**src/rtl/wtc_pkg.sv**
```systemverilog
package wtc_pkg;
  typedef enum logic [1:0] {
    SEQ_RUN  = 2'd0,
    SEQ_OVL  = 2'd1,
    SEQ_OFF  = 2'd2,
    SEQ_WAKE = 2'd3
  } seq_state_e;

  localparam int CTL_W       = 8;
  localparam int CTL_RUN_BIT = 6;
endpackage

```
**src/rtl/wtc_code_reg.sv**
```systemverilog
module wtc_code_reg #(
  parameter int CODE_W = 7
) (
  input  logic              clk,
  input  logic              rst_n,
  input  logic              run,
  input  logic              supply_fail,
  input  logic              wr_en,
  input  logic [CODE_W-1:0] wr_code,
  output logic [CODE_W-1:0] code_q
);
  localparam logic [CODE_W-1:0] MID = CODE_W'(1) << (CODE_W - 1);

  logic [CODE_W-1:0] code_d;
  logic              code_ce;

  always_comb begin
    code_ce = 1'b0;
    code_d  = code_q;
    if (!run && supply_fail) begin
      code_ce = 1'b1;
      code_d  = MID;
    end else if (wr_en) begin
      code_ce = 1'b1;
      code_d  = wr_code;
    end
  end

  always_ff @(posedge clk or negedge rst_n) begin
    if (!rst_n)       code_q <= MID;
    else if (code_ce) code_q <= code_d;
  end

  // supply loss during shutdown returns the code to mid-scale
  assert_midscale_R10: assert property (@(posedge clk) disable iff (!rst_n)
    (!run && supply_fail) |=> (code_q == MID));

  // without a write or supply loss the stored code holds
  assert_code_hold_R8: assert property (@(posedge clk) disable iff (!rst_n)
    (!wr_en && !(supply_fail && !run)) |=> $stable(code_q));
endmodule

```
**src/rtl/wtc_seq.sv**
```systemverilog
module wtc_seq
  import wtc_pkg::*;
#(
  parameter int CODE_W = 7,
  parameter int OVL_W  = 4
) (
  input  logic              clk,
  input  logic              rst_n,
  input  logic              run,
  input  logic [CODE_W-1:0] code_q,
  input  logic [OVL_W-1:0]  ovl_cycles,
  output seq_state_e        state_o,
  output logic [CODE_W-1:0] cur_tap,
  output logic [CODE_W-1:0] nxt_tap
);
  localparam logic [CODE_W-1:0] MID = CODE_W'(1) << (CODE_W - 1);

  seq_state_e        state_q, state_d;
  logic [CODE_W-1:0] cur_q, cur_d, nxt_q, nxt_d;
  logic [OVL_W-1:0]  cnt_q, cnt_d, ovl_len;

  assign ovl_len = (ovl_cycles == '0) ? OVL_W'(1) : ovl_cycles;

  always_comb begin
    state_d = state_q;
    cur_d   = cur_q;
    nxt_d   = nxt_q;
    cnt_d   = cnt_q;
    unique case (state_q)
      SEQ_RUN: begin
        if (!run) begin
          state_d = SEQ_OFF;
        end else if (code_q != cur_q) begin
          state_d = SEQ_OVL;
          nxt_d   = code_q;
          cnt_d   = ovl_len - OVL_W'(1);
        end
      end
      SEQ_OVL: begin
        if (!run) begin
          state_d = SEQ_OFF;
          cur_d   = nxt_q;
        end else if (cnt_q == '0) begin
          state_d = SEQ_RUN;
          cur_d   = nxt_q;
        end else begin
          cnt_d   = cnt_q - OVL_W'(1);
        end
      end
      SEQ_OFF: begin
        if (run) state_d = SEQ_WAKE;
      end
      SEQ_WAKE: begin
        cur_d   = code_q;
        state_d = run ? SEQ_RUN : SEQ_OFF;
      end
      default: state_d = SEQ_OFF;
    endcase
  end

  always_ff @(posedge clk or negedge rst_n) begin
    if (!rst_n) begin
      state_q <= SEQ_RUN;
      cur_q   <= MID;
      nxt_q   <= MID;
      cnt_q   <= '0;
    end else begin
      state_q <= state_d;
      cur_q   <= cur_d;
      nxt_q   <= nxt_d;
      cnt_q   <= cnt_d;
    end
  end

  assign state_o = state_q;
  assign cur_tap = cur_q;
  assign nxt_tap = nxt_q;

  // an overlap in progress keeps its target until it finishes
  assert_queue_hold_R11: assert property (@(posedge clk) disable iff (!rst_n)
    (state_q == SEQ_OVL && run && cnt_q != '0) |=>
      (state_q == SEQ_OVL && $stable(nxt_q)));

  // the wake cycle fetches the stored code
  assert_wake_fetch_R9: assert property (@(posedge clk) disable iff (!rst_n)
    (state_q == SEQ_WAKE && run) |=>
      (state_q == SEQ_RUN && cur_q == $past(code_q)));
endmodule

```
**src/rtl/wtc_tap_decode.sv**
```systemverilog
module wtc_tap_decode #(
  parameter int CODE_W = 7
) (
  input  logic                     en,
  input  logic [CODE_W-1:0]        code,
  output logic [(1 << CODE_W)-1:0] taps
);
  localparam int NUM_TAPS = 1 << CODE_W;

  for (genvar i = 0; i < NUM_TAPS; i++) begin : g_tap
    assign taps[i] = en && (code == CODE_W'(i));
  end
endmodule

```
**src/rtl/wiper_tap_ctrl.sv**
```systemverilog
module wiper_tap_ctrl
  import wtc_pkg::*;
#(
  parameter int NUM_CH = 2,
  parameter int CODE_W = 7,
  parameter int OVL_W  = 4
) (
  input  logic                                clk,
  input  logic                                rst_n,
  input  logic [NUM_CH-1:0]                   code_wr_en,
  input  logic [NUM_CH*CODE_W-1:0]            code_wr_data,
  input  logic                                ctl_wr_en,
  input  logic [7:0]                          ctl_wr_data,
  input  logic                                supply_fail,
  input  logic [OVL_W-1:0]                    overlap_cycles,
  output logic [NUM_CH*(1 << CODE_W)-1:0]     tap_en,
  output logic [NUM_CH-1:0]                   string_en,
  output logic [NUM_CH-1:0]                   pulldown_en
);
  localparam int NUM_TAPS = 1 << CODE_W;

  logic run_q, run_d, run_ce;
  logic unused_ctl_bits;

  assign unused_ctl_bits = ^{ctl_wr_data[7], ctl_wr_data[5:0]};

  always_comb begin
    run_ce = ctl_wr_en;
    run_d  = ctl_wr_data[CTL_RUN_BIT];
  end

  always_ff @(posedge clk or negedge rst_n) begin
    if (!rst_n)      run_q <= 1'b1;
    else if (run_ce) run_q <= run_d;
  end

  for (genvar ch = 0; ch < NUM_CH; ch++) begin : g_ch
    logic [CODE_W-1:0]   code_q, cur_tap, nxt_tap;
    seq_state_e          state;
    logic [NUM_TAPS-1:0] taps_cur, taps_nxt, taps;
    logic                cur_on, nxt_on;

    wtc_code_reg #(.CODE_W(CODE_W)) u_code (
      .clk         (clk),
      .rst_n       (rst_n),
      .run         (run_q),
      .supply_fail (supply_fail),
      .wr_en       (code_wr_en[ch]),
      .wr_code     (code_wr_data[ch*CODE_W +: CODE_W]),
      .code_q      (code_q)
    );

    wtc_seq #(.CODE_W(CODE_W), .OVL_W(OVL_W)) u_seq (
      .clk        (clk),
      .rst_n      (rst_n),
      .run        (run_q),
      .code_q     (code_q),
      .ovl_cycles (overlap_cycles),
      .state_o    (state),
      .cur_tap    (cur_tap),
      .nxt_tap    (nxt_tap)
    );

    assign cur_on = (state == SEQ_RUN) || (state == SEQ_OVL);
    assign nxt_on = (state == SEQ_OVL);

    wtc_tap_decode #(.CODE_W(CODE_W)) u_dec_cur (
      .en   (cur_on),
      .code (cur_tap),
      .taps (taps_cur)
    );

    wtc_tap_decode #(.CODE_W(CODE_W)) u_dec_nxt (
      .en   (nxt_on),
      .code (nxt_tap),
      .taps (taps_nxt)
    );

    assign taps                            = taps_cur | taps_nxt;
    assign tap_en[ch*NUM_TAPS +: NUM_TAPS] = taps;
    assign string_en[ch]                   = (state != SEQ_OFF);
    assign pulldown_en[ch]                 = (state == SEQ_OFF);

    // never more than two taps, exactly one when settled and running
    assert_two_max_R4: assert property (@(posedge clk) disable iff (!rst_n)
      $countones(taps) <= 2);
    assert_single_R4: assert property (@(posedge clk) disable iff (!rst_n)
      (state == SEQ_RUN) |-> ($countones(taps) == 1));

    // shutdown leaves every tap open and the string disconnected
    assert_dark_R7: assert property (@(posedge clk) disable iff (!rst_n)
      pulldown_en[ch] |-> (taps == '0 && !string_en[ch]));

    // reconnect the string one cycle before a tap closes
    assert_wake_order_R9: assert property (@(posedge clk) disable iff (!rst_n)
      ($rose(string_en[ch]) && run_q) |->
        (taps == '0) ##1 ($countones(taps) == 1));
  end

  // shutdown acts on all channels together
  assert_common_shdn_R6: assert property (@(posedge clk) disable iff (!rst_n)
    (pulldown_en == '0) || (pulldown_en == '1));
endmodule

```
**config.mk**
```make
export PLATFORM = sky130hd
export DESIGN_NAME = wiper_tap_ctrl
export DESIGN_NICKNAME = d
export VERILOG_FILES = /design/src/rtl/wtc_pkg.sv /design/src/rtl/wtc_code_reg.sv /design/src/rtl/wtc_seq.sv /design/src/rtl/wtc_tap_decode.sv /design/src/rtl/wiper_tap_ctrl.sv
export SDC_FILE = /design/constraint.sdc
export NUM_CORES = 1
export LEC_CHECK = 0
export BUFFER_PORTS_ARGS = -buffer_cell sky130_fd_sc_hd__buf_2
export CORE_MARGIN = 2
export CORE_UTILIZATION = 48
export CTS_CLUSTER_SIZE = 16
export DETAILED_ROUTE_END_ITERATION = 6
export PLACE_DENSITY = 0.88
export SYNTH_ARGS = -nofsm -noshare
export SYNTH_HDL_FRONTEND = slang
export SYNTH_SLANG_ARGS = --single-unit
export TNS_END_PERCENT = 10
```
**constraint.sdc**
```tcl
create_clock -name clk -period 2.3 [get_ports clk]
set_input_delay 0.115 -clock clk [delete_from_list [all_inputs] [get_ports clk]]
set_output_delay 0.115 -clock clk [all_outputs]
set_load 0.02 [all_outputs]
```
==> metrics.txt, run 1 <==
Worst Path Max Fanout=15; DRC violations left=4; Critical Path RT=2.18 ns; sequential share of the synthesized area=0.235; main flop type after synthesis=dfrtp_1; EDFF count, synth=0; most frequent CP cell=buf_4; failing checks=DRC, setup timing; H-tree levels=2; Hold Worst Slack=0.0374 ns; CP Launch Type=register; WL met2=10.9 mm; initial antenna violation count=0; antenna-violating nets left=0; RSZ-0062 raised after global routing=yes; detailed-router iteration count before antenna repair=7; syn avg cell area=7.16 sq um; row count=40; fraction of registers with async set/reset=1.00; P per Cell Area=869 nW/um^2; cell chain of the critical path=buf_4, nor2b_1, buf_4, nand4_1, o22ai_1, buf_2; fraction of layout cells with a size suffix above 1=0.399; YS warnings=0; syn nets=860; critical path type=reg -> out; initial drt markers=1296; total track usage=0.325; clock-pin slew on the worst setup and hold paths=0.08 ns; synthesis-stage register bit count=55; clock sinks=55; gr ovfl total=0; post-detail-place hpwl=17.3 mm; Initial Util=0.491; Hold Vio Cnt, Final=0; CTS tree=yes; slowest library cell on the worst path=dfrtp_1; post-route cell area=7400 sq um; Worst-Margin Slew=1.05 ns; cell count after synthesis=823; CP max stage delay=0.44 ns; Core Footprint=12000 sq um; max frequency=428 MHz; Max-slew headroom=0.301; leakage power=3.44 nW; die height=115 microns; largest net degree at the start of global routing=29; Area Overhead vs Synth=25.7%; IR drop worst, VDD=427 uV; Cell Area, Placed=7150 sq um; largest family of logic cells by synthesized area=compound AO/OA/AOI/OAI gates; root buffer cell=clkbuf_16; global-route wire length before repair=35.2 mm; Synth Area in Simple Gates=0.235; die width=115 microns; TritonCTS buffer count=5; worst endpoint data arrival time=2.22 ns; Compound-Gate Fraction of Synth Area=0.316; status=complete, but fails checks; final WL=23.3 mm; Finish-stage setup viols=1; drt wl/cell=20.0 microns; Fin Setup TNS=-0.0391 ns; Total Power=6.44 mW; Clock Path Buffers=2; min Tclk post-route=2.34 ns; Post-Synth XOR/XNOR Area=0.0223; IO Pins=292; Via density=6.95; Port Buffers=284; top routing layer used=met4; nets@finish=1052; Final Core Density=0.616; WL met1=8.63 mm; met3 wire len=2.73 mm; Worst-Skew Late Latency=0.30 ns; # diodes=0; multiplexer share of the synthesized area=0.0809; Final Wtd Congestion=0.982; Slew Limit Fails=0; synthesized area=5890 sq um; max cap viols=0; Tightest Hold Check Type=in -> reg; Tcrit/Tclk final=1.02; smallest setup slack after layout=-0.0391 ns; Synth Area in Adders=0.0106; final setup skew=0.0135 ns; via count=8082; number of global-route vias before repair=6642; Die Area=13200 sq um; post-synth cell types=42; crit end category=output pin
==> cells in the mapped netlist (5+ instances only) <==
library cell  count  area, sq um
o21ai_0          26          130
nor2b_1          24          150
xor2_1            8         70.1
or3_1             9         56.3
buf_2            18         90.1
mux2_2            8         90.1
nor3_1            5         25.0
nand2_1          63          236
nand3_1          45          225
mux2_4            7          105
xnor2_1           7         61.3
clkbuf_1         93          349
buf_4             7         52.6
nand2b_1          6         37.5
dfstp_2           7          184
or2_2            33          206
nand4_1          20          125
inv_1             9         33.8
mux2i_1          27          270
nor2_1           35          131
buf_1             7         26.3
or3b_2            7         61.3
ha_1              5         62.6
nand3b_1          9         67.6
a21oi_1           7         35.0
dfrtp_1          48         1200
o22ai_1         256         1600
==> worst paths after layout <==
kind | to | slack, ns | startpoint | cells past startpoint
setup reg to reg | g_ch[1].u_seq.nxt_tap[1]$_DFFE_PN0P_ | 0.23 | g_ch[1].u_seq.cur_tap[5]$_DFFE_PN0P_ | 5
setup / recovery | tap_en[134] | -0.04 | g_ch[1].u_seq.state_o[1]$_DFFE_PN0P_ | 6
min in group asynchronous | g_ch[0].u_code.code_q[3]$_DFFE_PN0P_ | 0.36 | rst_n | 2
hold reg to reg | g_ch[1].u_seq.state_o[1]$_DFFE_PN0P_ | 0.52 | run_q$_DFFE_PN1P_ | 1
max in group asynchronous | g_ch[1].u_code.code_q[6]$_DFFE_PN1P_ | 1.21 | rst_n | 3
hold / removal | g_ch[0].u_code.code_q[6]$_DFFE_PN1P_ | 0.04 | code_wr_data[6] | 2
==> through the flow <==
stage | setup slack, ns | cells
floorplan | 0.343 | 823
global placement | 0.207 | 1151
detailed placement | 0.0995 | 1151
CTS | 0.000665 | 1160
global route | -0.143 | 1163
finish | -0.0391 | 1163
==> placed cells by master, fill, tap and decap left out, types with 5 or more instances in the layout <==
cell / netlist / final
buf_4: 7 / 30
o21ai_0: 26 / 24
a21oi_1: 7 / 7
ha_1: 5 / 5
clkbuf_16: 0 / 5
or3_1: 9 / 9
o22ai_1: 256 / 253
or2_2: 33 / 33
dfrtp_1: 48 / 42
xor2_1: 8 / 8
nand3b_1: 9 / 9
nand4_1: 20 / 20
xnor2_1: 7 / 7
mux2_4: 7 / 7
nand2_1: 63 / 63
dfstp_2: 7 / 7
nor2b_2: 0 / 6
inv_1: 9 / 9
nor2_1: 35 / 32
nor3_1: 5 / 5
mux2_2: 8 / 8
or3b_2: 7 / 7
dfrtp_2: 0 / 6
nor2b_1: 24 / 15
nand2b_1: 6 / 6
mux2i_1: 27 / 27
nand3_1: 45 / 45
buf_2: 18 / 284
==> state kept, by name (all words and copies together), names as in the netlist <==
register            count
g_ch.u_seq.cur_tap     14
g_ch.u_code.code_q     14
g_ch.u_seq.state_o      4
g_ch.u_seq.cnt_q        8
run_q                   1
g_ch.u_seq.nxt_tap     14
==> report_power, final <==
part | leakage (nW) | switching (mW) | internal, mW | total (mW)
combinational | 2.70 | 2.34 | 1.21 | 3.55
sequential | 0.665 | 0.770 | 1.34 | 2.11
clock | 0.0731 | 0.342 | 0.436 | 0.777
total | 3.44 | 3.45 | 2.98 | 6.44
==> cell families (layout without fill, tap and decap cells) <==
kind of cell / count (synthesis) / count (layout)
AO/OA/AOI/OAI: 302 / 302
AND/OR/NAND/NOR: 264 / 264
buffers and inverters: 139 / 332
flip-flops: 55 / 55
multiplexers: 43 / 43
XOR/XNOR: 15 / 15
adder cells (fa/ha/maj): 5 / 5
==> layer usage <==
| layer | vias to the layer above | GRT usage |
|---|---|---|
| met5 | - | 0 |
| met4 | 0 | 0.108 |
| met3 | 135 | 0.0564 |
| met2 | 764 | 0.542 |
| met1 | 3676 | 0.430 |
| li1 | 3507 | - |
==> critical path, delay by kind of cell (launching register included) <==
family | cells | cell delay [ns]
simple gates | 2 | 0.48
flops | 1 | 0.44
compound gates | 1 | 0.37
buf+inv | 3 | 0.63
==> layout make-up <==
type,instances,area [sq um]
multi-input cells,629,3980
well taps,147,184
fillers,1055,4610
clock buffers,6,139
inverters,9,33.8
clock inverters,2,16.3
flip-flops and latches,55,1390
repair buffers,315,1660
==> repair_timing <==
action | CTS | global route
pin swaps | 0 | 1
setup buffers | 0 | 3
setup endpoints to repair | 5 | 114
resized for setup | 1 | 24
hold buffers | 1 | 0
endpoints found under the hold margin | 22 | 0
(Power assumes the default switching activity.)
==> run 2: changes to the inputs <==
- GPL_TIMING_DRIVEN: default -> 0
==> run 2 against run 1 <==
  * The flow finishes with violations (DRC)
  * First-iteration DRC count decreased by 4.6%
  * Worst setup slack gained 0.059 ns
  * Count of clock-buffer cells in the layout shrank 1
  * Sequential cell count unchanged
  * Combinational power grew 29%
  * Final cell count up 8.4%
  * Critical path depth is 1 higher
  * Critical path type unchanged
==> metrics.txt, run 2 (synthesis gave the netlist of run 1 again) <==
drt wl/cell=20.0 microns (-0.21%); number of global-route vias before repair=7259 (+9.3%); via count=8514 (+5.3%); Clock Path Buffers=2 (unchanged); met3 Use GR=0.0722 (+0.0158); fraction of layout cells with a size suffix above 1=0.404 (+0.00533); most frequent cells in the layout=buf_2, o22ai_1, clkbuf_1; Total Power=6.94 mW (+7.8%); hold bufs inserted after CTS=0 (-1); internal reg-to-reg setup slack=0.19 ns (-0.04 ns); clock-pin slew on the worst setup and hold paths=0.08 ns (about the same); Hold Vio Cnt, Final=0 (unchanged); total track usage=0.358 (+0.0333); IO Pins=292 (unchanged); hold path startpoint=code_wr_data[6]; post-detail-place hpwl=19.0 mm (+9.7%); Hold Path Stages=2 (unchanged); final setup skew=0.00728 ns (-0.00624 ns); critical path type=reg -> out; Worst R2R Path Depth=7 (+2); Fillers=1069 (+1.3%); met1 usage=0.474 (+0.0435); crit end category=output pin; Hold Worst Slack=0.0346 ns (-0.00287 ns); storage element area=1390 sq um (-0.45%); Worst Hold Path EP=g_ch[0].u_code.code_q[6]$_DFFE_PN1P_; RR Startpoint=g_ch[1].u_seq.cur_tap[5]$_DFFE_PN0P_; largest net degree at the start of global routing=56 (+93%); commonest non-fill, non-tap cell in the layout=buf_2; max cap viols=0 (unchanged); final WL=25.2 mm (+8.2%); antenna-violating nets left=0 (unchanged); detailed-router iteration count before antenna repair=7 (unchanged); Core Footprint=12000 sq um (unchanged); global-route wire length before repair=38.2 mm (+8.8%); Max-slew headroom=0.198 (-0.103); DRC violations left=1 (-3); RSZ-0062 raised after global routing=yes; Slew Limit Fails=0 (unchanged); status=complete, but fails checks; row count=40 (unchanged); TritonCTS buffer count=5 (unchanged); die height=115 microns (unchanged); IR drop worst, VDD=555 uV (+30%); CTS tree=yes; # diodes=0 (unchanged); Port Buffers=282 (-0.70%); failing checks=DRC; nets@finish=1150 (+9.3%); Via density=6.75 (-2.8%); Top Usage Layer GRT=met2; CP Launch Type=register; leakage power=3.66 nW (+6.4%); Tcrit/Tclk final=0.991 (-0.0256); gr ovfl total=0 (unchanged); die width=115 microns (unchanged); Final Core Density=0.663 (+0.0467); area of the multi-input gates=4140 sq um (+4.1%); clock sinks=55 (unchanged); Initial Util=0.491 (unchanged); Worst-Margin Slew=1.20 ns (+0.157 ns); Critical Path RT=2.18 ns (about the same); Finish-stage setup viols=0 (-1); Final Wtd Congestion=1.05 (+7.1%); Worst Path Max Fanout=10 (-5); min Tclk post-route=2.28 ns (-0.0589 ns); R2R Path End=g_ch[1].u_seq.nxt_tap[3]$_DFFE_PN0P_; worst endpoint data arrival time=2.17 ns (-0.05 ns); met2 Use GR=0.587 (+0.0454); max frequency=439 MHz (+2.6%); initial antenna violation count=0 (unchanged); P per Cell Area=872 nW/um^2 (+0.26%); Die Area=13200 sq um (unchanged); initial drt markers=1236 (-4.6%); Tightest Hold Check Type=in -> reg; root buffer cell=clkbuf_16; Area Overhead vs Synth=35.2%; H-tree levels=2 (unchanged); Worst-Skew Late Latency=0.30 ns (about the same)
[run 2: worst max-delay path, stage by stage, from the launching register on]
cell and delay, ns:
dfstp_2 0.51, clkbuf_4 0.18, nand2_1 0.05, or3_1 0.31
buf_1 0.20, buf_2 0.23, o22ai_1 0.19, buf_2 0.20
[run 2: power breakdown]
group | switching, mW | internal, mW
Sequential | 0.253 | 1.33
Combinational | 3.07 | 1.51
Clock | 0.371 | 0.410
Total | 3.70 | 3.24
[run 2: layer usage]
layer / part of all wire / wire [microns] / vias to the layer above
met3: 0.12 / 3020 / 154
met1: 0.37 / 9280 / 3857
met5: 0 / 0 / -
met2: 0.47 / 11700 / 812
li1: - / - / 3691
met4: 0.046 / 1170 / 0
[run 2: through the flow]
| step | TNS [ns] | cells | worst slack, ns | cell area, sq um |
|---|---|---|---|---|
| floorplan | 0 | 823 | 0.343 | 5890 |
| global placement | 0 | 1252 | 0.0802 | 7490 |
| detailed placement | 0 | 1252 | 0.0720 | 7490 |
| CTS | -0.572 | 1258 | -0.109 | 7730 |
| global route | -1.00 | 1261 | -0.0824 | 7960 |
| finish | 0 | 1261 | 0.0198 | 7960 |
[run 2: layout make-up]
cell class | count | share of cell area
Buffer | 123 | 0.0743
Clock buffer | 5 | 0.0157
Clock inverter | 3 | 0.00299
Inverter | 9 | 0.00424
Multi-Input combinational cell | 629 | 0.520
Sequential cell | 55 | 0.174
Tap cell | 147 | 0.0231
Timing Repair Buffer | 290 | 0.185
[run 2: worst max path at each step]
stage,depth (start not counted),startpoint,to
after global routing,7,g_ch[1].u_seq.cur_tap[0]$_DFFE_PN0P_,tap_en[213]
after CTS,5,g_ch[1].u_seq.nxt_tap[2]$_DFFE_PN0P_,tap_en[176]
after global placement,6,g_ch[1].u_seq.cur_tap[6]$_DFFE_PN1P_,tap_en[199]
final,7,g_ch[1].u_seq.cur_tap[6]$_DFFE_PN1P_,tap_en[231]
after floorplan,5,g_ch[1].u_seq.cur_tap[6]$_DFFE_PN1P_,tap_en[198]
after detailed placement,6,g_ch[1].u_seq.cur_tap[6]$_DFFE_PN1P_,tap_en[199]
[run 2: timing repair]
| action | CTS | global route |
|---|---|---|
| setup buffers | 2 | 6 |
| setup endpoints to repair | 124 | 231 |
| resized for setup | 29 | 82 |
| pin swaps | 2 | 6 |
==> run 3: changes to the inputs <==
- ABC_AREA: default -> 1
==> run 3 against run 2 <==
  * First-iteration DRC count fell by 17%
  * Combinational power is 14% lower
  * Largest cell class unchanged
  * Non-clock buffer count decreased by 78
  * The flow still finishes with violations (DRC)
  * Critical path type unchanged
  * Synthesized cell count rose by 15%
  * Clock power is 16% higher
  * Highest routed layer unchanged
  * Critical path depth is 2 lower
  * Power decreased by 5.0%
==> metrics.txt, run 3 <==
antenna-violating nets left=0 (unchanged); Internal=2.92 mW (-10%); min Tclk post-route=2.24 ns (-0.0371 ns); worst endpoint data arrival time=2.13 ns (-0.04 ns); initial drt markers=1028 (-17%); Port Buffers=284 (+0.71%); CP max stage delay=0.46 ns (-0.05 ns); Finished Layout Cells=1385 (+9.8%); slowest library cell on the worst path=dfrtp_1; Worst-Skew Late Latency=0.30 ns (about the same); R2R Path End=g_ch[0].u_seq.cur_tap[4]$_DFFE_PN0P_; Fillers=1148 (+7.4%); commonest cells in the netlist=o22ai_1, nand2_1, inv_1; clock-pin slew on the worst setup and hold paths=0.08 ns (about the same); Placed Cells=1376 (+9.9%); Fin Setup TNS=0 ns (unchanged); area leader, netlist=o22ai_1; WP depth=5 (-2); CP Launch Type=register; die width=115 microns (-0.16%); main flop type after synthesis=dfrtp_1; synthesis-stage register bit count=55 (unchanged); P_sw=3.68 mW (-0.61%); Critical Path RT=2.18 ns (about the same); DRC violations left=1 (unchanged); largest cells by area after synthesis=o22ai_1, dfrtp_1, nand2_1, inv_1, nor2_1; most frequent CP cell=buf_2; syn avg cell area=6.21 sq um (-13%); internal reg-to-reg setup slack=0.54 ns (+0.35 ns); die height=115 microns (-0.16%); row count=40 (unchanged); via count=8677 (+1.9%); fraction of layout cells with a size suffix above 1=0.300 (-0.103); sequential share of the synthesized area=0.236 (+0.000801); storage element area=1390 sq um (about the same); crit path capture=tap_en[25]; RR Startpoint=g_ch[0].u_seq.cnt_q[0]$_DFFE_PN0P_; global-route wire length before repair=40.5 mm (+6.0%); final WL=26.5 mm (+5.2%); max frequency=446 MHz (+1.7%); Yosys top cell area share=0.273 (+0.000927); most frequent cells in the layout=buf_2, o22ai_1, nand2_1; Die Area=13100 sq um (-0.32%); total track usage=0.390 (+0.0320); status=complete, but fails checks; Hold Vio Cnt, Final=0 (unchanged); syn nets=982 (+14%); final setup skew=0.0106 ns (+0.00332 ns); count leader, synth=o22ai_1; Tightest Hold Check Type=in -> reg; IR drop worst, VDD=479 uV (-14%); synthesized area=5870 sq um (-0.34%); Clock Path Buffers=2 (unchanged); cell count after synthesis=945 (+15%); Core Footprint=12000 sq um (-0.42%); initial antenna violation count=0 (unchanged); number of global-route vias before repair=7736 (+6.6%); leakage power=3.76 nW (+2.6%); Slew Limit Fails=0 (unchanged); YS warnings=0 (unchanged); RSZ-0062 raised after global routing=no; Worst Path Buf+Inv=3 (-1); Switching Share=0.558 (+0.0247); cell chain of the critical path=inv_1, nand3_1, buf_2, o22ai_1, buf_2; Initial Util=0.491 (about the same); clock sinks=55 (unchanged); delay-heaviest family, CP=buffers and inverters; Logic pwr share=0.597 (-0.063); commonest non-fill, non-tap cell in the layout=buf_2; critical path type=reg -> out; post-synth cell types=29 (-31%); Critical Path Start=g_ch[0].u_seq.nxt_tap[5]$_DFFE_PN0P_; gr ovfl total=0 (unchanged); Max-slew headroom=0.190 (-0.00783); H-tree levels=2 (unchanged); Tcrit/Tclk final=0.975 (-0.0161); IO Pins=292 (unchanged); Seq pwr share=0.266 (+0.039); Worst R2R Path Depth=7 (unchanged); # diodes=0 (unchanged); root buffer cell=clkbuf_16; largest net degree at the start of global routing=56 (unchanged); Worst Path Max Fanout=10 (unchanged); fraction of registers with async set/reset=1.00 (unchanged); post-detail-place hpwl=21.2 mm (+12%); Clk pwr share=0.137 (+0.024); Worst-Margin Slew=1.22 ns (+0.0117 ns); nets@finish=1274 (+11%); area of the multi-input gates=3680 sq um (-11%); CTS tree=yes; Final Wtd Congestion=1.02 (-2.9%); P per Cell Area=860 nW/um^2 (-1.4%); crit end category=output pin; TritonCTS buffer count=5 (unchanged); Area Overhead vs Synth=30.6%; EDFF count, synth=0 (unchanged); drt wl/cell=19.1 microns (-4.2%); Finish-stage setup viols=0 (unchanged); detailed-router iteration count before antenna repair=7 (unchanged); Via density=6.26 (-7.2%); failing checks=DRC; max cap viols=0 (unchanged)
run 3: cell count changes after synthesis, moves of 24 or more:
cell,change
nor2_1,+68
or2_2,-33
clkbuf_1,-84
nor2b_1,-24
inv_1,+129
mux2i_1,-25
nand2_1,+102
run 3: through the flow:
stage / util / worst slack, ns / power [mW] / hold WS, ns / area (sq um)
final: 0.641 / 0.0569 / 6.59 / 0.0241 / 7670
after global routing: 0.641 / 0.00595 / 7.09 / 0.0548 / 7670
after CTS: 0.641 / 0.141 / 6.47 / 0.0259 / 7660
after detailed placement: 0.625 / 0.468 / 5.55 / 0.297 / 7480
after global placement: 0.625 / 0.479 / 5.48 / 0.297 / 7480
after floorplan: - / 0.774 / 4.44 / -0.181 / 5870
run 3: worst min path at each step:
stage	end	cells past startpoint	start
2_1_floorplan	g_ch[0].u_code.code_q[0]$_DFFE_PN0P_	0	rst_n
3_3_place_gp	run_q$_DFFE_PN1P_	2	ctl_wr_en
3_5_place_dp	run_q$_DFFE_PN1P_	2	ctl_wr_en
5_1_grt	g_ch[1].u_code.code_q[0]$_DFFE_PN0P_	3	code_wr_data[7]
4_1_cts	run_q$_DFFE_PN1P_	3	ctl_wr_data[6]
6_report	run_q$_DFFE_PN1P_	3	ctl_wr_data[6]
run 3: power groups by stage:
stage / Combinational, mW / Clock, mW / Sequential, mW
2_1_floorplan: 2.79 / 0 / 1.66
3_3_place_gp: 3.73 / 0 / 1.75
3_5_place_dp: 3.79 / 0 / 1.76
4_1_cts: 3.81 / 0.907 / 1.74
5_1_grt: 4.32 / 0.958 / 1.81
6_report: 3.93 / 0.904 / 1.76
run 3: cell families (layout without fill, tap and decap cells):
group           Yosys count  in the layout  synth area share
compound gates          327            327             0.339
xor+xnor                 13             13            0.0194
fa+ha+maj                 5              5            0.0107
buf+inv                 196            489             0.138
flops                    55             55             0.236
mux                       2              2           0.00341
simple gates            347            347             0.254
run 3: per-layer routing:
metal	track usage	vias up	share of wire
met5	0	-	0
met4	0.215	0	0.062
met3	0.0731	146	0.096
met2	0.654	680	0.47
met1	0.471	3919	0.37
li1	-	3932	-
run 3: area by class of cell:
class	instances	area share
clock buffer	5	0.0163
buffer	50	0.0343
multi-input combinational	694	0.480
clock inverter	3	0.00653
sequential	55	0.181
tap	147	0.0240
inverter	146	0.0715
timing repair buffer	285	0.187
run 3: timing repair:
| item | in CTS | in global routing |
|---|---|---|
| resized for setup | 0 | 1 |
| hold endpoints to repair | 1 | 0 |
| hold buffers | 1 | 0 |
| setup buffers | 0 | 0 |
| endpoints found under the setup margin | 0 | 1 |
run 3: tightest hold or removal path, stage by stage:
cell	delay, ns
buf_2	0.08
nand2_1	0.04
o21ai_0	0.06
